$ cat src/rtl/gpio_irq_unit.sv
module gpio_irq_unit #(
  parameter int W  = 8,
  parameter int AW = 12
) (
  input  logic          clk,
  input  logic          rst_n,
  input  logic [W-1:0]  pin_in,
  input  logic [W-1:0]  pin_dir,
  input  logic          bus_sel,
  input  logic          bus_wr,
  input  logic [AW-1:0] bus_addr,
  input  logic [W-1:0]  bus_wdata,
  output logic [W-1:0]  bus_rdata,
  output logic          irq
);

  localparam logic [AW-1:0] A_KIND = AW'(12'h404);
  localparam logic [AW-1:0] A_ANY  = AW'(12'h408);
  localparam logic [AW-1:0] A_POL  = AW'(12'h40C);
  localparam logic [AW-1:0] A_MSK  = AW'(12'h410);
  localparam logic [AW-1:0] A_RAW  = AW'(12'h414);
  localparam logic [AW-1:0] A_MIS  = AW'(12'h418);
  localparam logic [AW-1:0] A_CLR  = AW'(12'h41C);

  logic [W-1:0] sync1_q, sync2_q, last_q;
  logic [W-1:0] lvl_q, any_q, pol_q, msk_q, raw_q;
  logic [W-1:0] match, changed, set_vec, clr_vec;
  logic         wr;

  assign wr = bus_sel & bus_wr;

  always_ff @(posedge clk) begin
    if (!rst_n) begin
      sync1_q <= '0;
      sync2_q <= '0;
      last_q  <= '0;
    end else begin
      sync1_q <= pin_in;
      sync2_q <= sync1_q;
      last_q  <= sync2_q;
    end
  end

  assign match   = ~(sync2_q ^ pol_q);
  assign changed = (sync2_q ^ last_q) & ~pin_dir;
  assign set_vec = (~lvl_q & changed & (any_q | match)) | (lvl_q & match);
  assign clr_vec = (wr && bus_addr == A_CLR) ? bus_wdata : '0;

  always_ff @(posedge clk) begin
    if (!rst_n) begin
      lvl_q <= '0;
      any_q <= '0;
      pol_q <= '0;
      msk_q <= '0;
      raw_q <= '0;
    end else begin
      if (wr && bus_addr == A_KIND) lvl_q <= bus_wdata;
      if (wr && bus_addr == A_ANY)  any_q <= bus_wdata;
      if (wr && bus_addr == A_POL)  pol_q <= bus_wdata;
      if (wr && bus_addr == A_MSK)  msk_q <= bus_wdata;
      raw_q <= (raw_q & ~clr_vec) | set_vec;
    end
  end

  always_comb begin
    bus_rdata = '0;
    if (bus_sel && !bus_wr) begin
      case (bus_addr)
        A_KIND:  bus_rdata = lvl_q;
        A_ANY:   bus_rdata = any_q;
        A_POL:   bus_rdata = pol_q;
        A_MSK:   bus_rdata = msk_q;
        A_RAW:   bus_rdata = raw_q;
        A_MIS:   bus_rdata = raw_q & msk_q;
        default: bus_rdata = '0;
      endcase
    end
  end

  assign irq = |(raw_q & msk_q);

endmodule


$ cat config.mk
export PLATFORM = sky130hd
export DESIGN_NAME = gpio_irq_unit
export DESIGN_NICKNAME = d
export VERILOG_FILES = /design/src/rtl/gpio_irq_unit.sv
export SDC_FILE = /design/constraint.sdc
export NUM_CORES = 1
export LEC_CHECK = 0
export ABC_AREA = 1
export BUFFER_PORTS_ARGS = -buffer_cell sky130_fd_sc_hd__buf_4
export CAP_MARGIN = 20
export CORE_ASPECT_RATIO = 1.1
export CORE_UTILIZATION = 25
export CTS_BUF_LIST = sky130_fd_sc_hd__clkbuf_4 sky130_fd_sc_hd__clkbuf_8
export CTS_CLUSTER_DIAMETER = 80
export DETAILED_ROUTE_END_ITERATION = 6
export GPL_TIMING_DRIVEN = 0
export PLACE_DENSITY = 0.49
export SYNTH_ARGS = -nofsm -noshare
export SYNTH_HDL_FRONTEND = slang
export SYNTH_SLANG_ARGS = --single-unit
$ cat constraint.sdc
create_clock -name clk -period 1.4 [get_ports clk]
set_input_delay 0.14 -clock clk [delete_from_list [all_inputs] [get_ports clk]]
set_output_delay 0.14 -clock clk [all_outputs]
set_load 0.01 [all_outputs]
# --- Word-level counts from Yosys, hierarchy flattened ---
# Index checks and enable logic that the tools add are counted.
word_totals:
  regBits: 64
  word_cells: 42
  input_bits: 40
  out_inout_bits: 9
op_classes:
  bitwise_logic: 16
  n_eq_ne: 7
  reduce_logical: 8
  n_mux: 3
op_table:
  columns: ["cell", "count"]
  rows:
  - ["equality test 12 x 11 -> 1 bit, second input constant", 7]
  - ["bitwise AND 8 bit", 6]
  - ["one-hot mux 8 bit (6 select lines)", 1]
  - ["inverter 8 bit", 4]
  - ["OR 8 bit", 3]
  - ["2-to-1 mux 8 bit", 2]
  - ["bitwise XOR 8 bit", 2]
  - ["OR reduction 8 bit", 1]
  - ["logical AND 1 bit", 6]
  - ["bitwise AND 1 bit", 1]
  - ["logical NOT 1 bit", 1]

# --- Depth between registers and ports, before layout ---
depth:
  ltp_word: 6
  depth_mapped: 9
  ltp_nobuf: 8

# --- Worst setup path after synthesis ---
# OpenSTA, ideal clock, no wires.
synth_timing:
  kind: "input to output"
  start: "in bus_addr[9]"
  end: "out bus_rdata[7]"
  arrival_ns: 1.105
  required_ns: 1.260
  n_path_buf: 1
  path_slack_ns: 0.155
  cell_stages: 8
  path_cell_list: "nor2_1 -> nand2_2 -> nor2_4 -> buf_6 -> nand3_1 -> nand2_1 -> inv_1 -> a21oi_1"
synth_between:
  elab_chain_len: 3
  word_cells_on_any_way: 8
  classes_between: "eq/ne: 6; mux: 2"
synth_rtl:
  columns: ["element", "line", "text"]
  rows:
  - ["start, declared", "11", "input logic [AW-1:0] bus_addr,"]
  - ["equality test 12 x 11 -> 1 bit", "68", "case (bus_addr)"]
  - ["one-hot mux 8 bit (6 select lines) (*)", "68", null]
  - ["2-to-1 mux 8 bit (*)", "67", "if (bus_sel && !bus_wr) begin"]
  - ["end, declared", "13", "output logic [W-1:0] bus_rdata,"]
# Mark *: on every way between the ends. The rest lies on a longest branch, timed or not.

# --- Worst setup path in the final report ---
layout_timing:
  start: "in bus_addr[6]"
  end: "out bus_rdata[4]"
# Same word-level chain as after synthesis.

==> results.txt <==
The run finished, with violations left. The final reports fail on setup timing. The die extent in y is 120 µm, and the vias per cell is 4.41. The highest fanout seen on the critical path works out to 7. The mean cell area of the mapped netlist was 7.29 µm². Of the cells placed in the final design, the portion with a size suffix greater than 1 is 34.0%. After detailed routing, the average wire length per cell comes to 13.2 µm. Before antenna repair, the detailed router went through 4 iterations. For the global-route congestion overflow total, the log shows 0.

Between clock sinks in the finished design, the worst skew comes to 0.00869 ns. In this run the tool buffered the top-level ports with 47 buffer cells. Setup repair after global routing could not meet its margin everywhere. The ratio of final minimum period to clock period came out at 106%.

Summed over all nets, the half-perimeter wirelength after detailed placement is 6480 µm. The worst register-to-register path has a depth of 4. Total I/O pin count: 49. The logs give 0.33 ns for the later-pin clock latency in the skew report and 0.109 ns for the worst hold slack after final layout.

After the first detailed-routing iteration, the DRC count stood at 108. The mapped netlist covers 3140 µm². The filler-free cell count of the finished design was 684.

The synthesized netlist devotes 28.8% of its cell area to simple gates. The clock passes through at most 2 buffers. The count of antenna-violating nets left after detailed routing was 0; the total via count after detailed routing was 3018. TritonCTS built the clock tree.

The startpoint of the lowest-slack register-to-register path was sync2_q[3]$_SDFF_PN0_. The run gives -0.0879 ns as the minimum setup slack in the final design. In the layout the commonest cells are sky130_fd_sc_hd__nand2_1 (62), sky130_fd_sc_hd__inv_1 (61), sky130_fd_sc_hd__buf_4 (55). Tracing the worst setup path back leads to its startpoint at bus_addr[6]. The logs give 11 for the largest net degree at the start of global routing and 431 for the number of instances in the synthesized netlist. Derived from the worst setup path, the maximum achievable clock frequency is 672 MHz.

The Yosys step of the flow raised 0 warnings. The run gives 0 as the initial antenna violation count. The first global-routing pass estimated 14800 µm of wire. The count of cell types in the netlist was 25; the total wirelength of the detailed-routed design was 9020 µm. The slowest stage of the critical path belongs to the cell sky130_fd_sc_hd__buf_12. The H-tree was split into 3 levels.

The path class of the tightest hold or removal check is in2reg. After layout, the minimum clock period comes to 1.49 ns. Clock-pin slew was measured on the worst setup and hold paths at 0.07 ns. Counting stages on the worst path, the most repeated cell is sky130_fd_sc_hd__nor2_4. Summing the areas of all fa, ha and maj instances in the mapped netlist gives 0% of the synthesized area. Setup violations remaining at the end of the flow were counted as 8. In this design, the stage delay of the slowest critical-path cell is 0.15 ns.

Across the VDD grid, the largest voltage drop is 658 µV. The floorplan step set the die width to 109 µm. Element type at the critical path start: an input pin. The run gives 0.41 ns as the slack of the worst reg-to-reg path. Global routing used 14.9% of the available tracks.

Counting every net in the synthesized netlist gives 471. Sequential-to-total area share from yosys stat: 40.8%. The total number of placement rows was 42.

After detailed routing, the number of remaining DRC violations is 0. The library cell used most frequently in the layout, excluding fill and tap cells, is sky130_fd_sc_hd__nand2_1. Required time at the worst-slack endpoint: 1.26 ns. Summing the areas of all compound-gate instances in the mapped netlist gives 14.0% of the synthesized area. The initial core utilization was 25.9%. Last element of the critical path: bus_rdata[4].

Power spread over the standard cell area amounts to 813 nW/µm². The final-report hold violation count is 0, and the total die area is 13000 µm². After synthesis the netlist holds a flip-flop and latch count of 64. In this run the critical register-to-register path is captured at raw_q[3]$_SDFF_PN0_. Of the total synthesized cell area, the portion taken by XOR and XNOR cells is 4.46%. After synthesis, the largest family of logic cells by area is simple AND/OR/NAND/NOR gates.

The run gives 3047 as the via count of the first global-routing pass. The logs give 565 for the total number of nets in the final design and -0.297 ns for the pre-CTS setup slack. STA classifies the critical path endpoint as an output pin. The cell leakage power was 1.98 nW. Compared with the post-synthesis result, the final layout area differs by 43.2%.

The critical path data arrival time came out at 1.35 ns. The floorplan step defined a core boundary enclosing 12100 µm². In this run the tightest slew margin relative to its limit is 65.4%. At the pin with the least slew margin, the transition time is 0.519 ns. Root cell of the clock tree: sky130_fd_sc_hd__clkbuf_8. Counting the buffers created by CTS gives 9.

The number of max-slew violations in the final report is 0. The congestion estimate from routability-driven global placement came to 0.755. 0 antenna diodes ended up in the layout.

Max-cap violations in this run came to 0. The critical path goes through buf_6 > nor2_4 > nand2_2 > nor2_4 > buf_12 > buf_8 > nand3_4 > nand2_4 > nor2_4 > a21oi_2 > buf_4. Once placement completed, the tool counted placed cells totaling 632. The critical path class was in2out. The share of cell area taken by muxes after synthesis is 0%, and the sink count of the clock tree is 64.
==> worst max-delay path, delay by kind of cell <==
kind                   cells  cell delay, ns
buffers and inverters      4            0.54
AND/OR/NAND/NOR            6            0.51
AO/OA/AOI/OAI              1            0.15
==> routing by layer <==
metal / GRT usage (%) / wire length, µm / vias to the layer above
met3: 2.82 / 333 / 14
met2: 26.0 / 4590 / 65
li1: - / - / 1568
met5: 0 / 0 / -
met4: 5.83 / 198 / 0
met1: 17.5 / 3900 / 1371
==> worst min path at each step <==
stage / startpoint / end / cells after the start
floorplan: pin_in[0] / sync1_q[0]$_SDFF_PN0_ / 2
global placement: pin_in[1] / sync1_q[1]$_SDFF_PN0_ / 3
detailed placement: pin_in[2] / sync1_q[2]$_SDFF_PN0_ / 3
finish: pin_dir[5] / raw_q[5]$_SDFF_PN0_ / 4
global route: bus_wdata[0] / any_q[0]$_SDFFE_PN0P_ / 3
CTS: pin_dir[5] / raw_q[5]$_SDFF_PN0_ / 4
==> flip-flops by register name, summed over array words and instances (netlist names) <==
signal	flops
any_q	8
raw_q	8
sync1_q	8
last_q	8
sync2_q	8
lvl_q	8
pol_q	8
msk_q	8
==> what timing repair did <==
action,CTS,global route
pin swaps,40,27
hold buffers,8,0
endpoints found under the setup margin,9,9
endpoints found under the hold margin,8,0
buffers inserted,19,4
resized for setup,71,31
gates cloned,3,2
==> layout make-up <==
class,count,area [µm²]
plain buffers,16,143
clock buffers,12,153
clock inverters,4,20.0
fillers,1297,7640
inverters,67,258
multi-input cells,284,1690
flip-flops and latches,64,1300
well taps,154,193
repair buffers,83,743
==> where the power goes <==
group / leakage (nW) / switching [mW] / total, mW / internal [mW]
registers: 0.527 / 0.0266 / 1.89 / 1.86
logic: 1.35 / 0.190 / 0.374 / 0.184
clock network: 0.0967 / 0.675 / 1.39 / 0.718
total: 1.98 / 0.892 / 3.66 / 2.77
==> Yosys cell counts (all sizes together) <==
library cell	instances	area share (%)
nor3	2	1.0
nand3	53	9.6
buf	10	3.2
nand2	81	10
nor2	34	5.7
o21ai	48	7.6
clkbuf	6	0.72
a21oi	40	6.4
nand3b	7	1.7
clkinv	1	0.16
xnor2	8	2.2
xor2	8	2.2
nand4	2	0.40
or2	1	0.20
dfxtp	64	41
inv	66	7.9
==> through the flow <==
| step | power, mW | cell area [µm²] | util (%) | setup TNS (ns) |
|---|---|---|---|---|
| global route | 3.85 | 4500 | 37.1 | -1.07 |
| global placement | 2.21 | 3690 | 30.4 | -3.01 |
| finish | 3.66 | 4500 | 37.1 | -0.368 |
| detailed placement | 2.22 | 3690 | 30.4 | -3.28 |
| floorplan | 2.07 | 3140 | - | 0 |
| CTS | 3.69 | 4350 | 35.8 | -0.473 |
==> kinds of logic (layout without fill, tap and decap cells) <==
family | count (synthesis) | after routing
AOI/OAI and AO/OA | 88 | 88
xor gates and xnor gates | 16 | 16
buffers and inverters | 83 | 182
DFF | 64 | 64
and+or+nand+nor | 180 | 180
(Power assumes the default switching activity.)
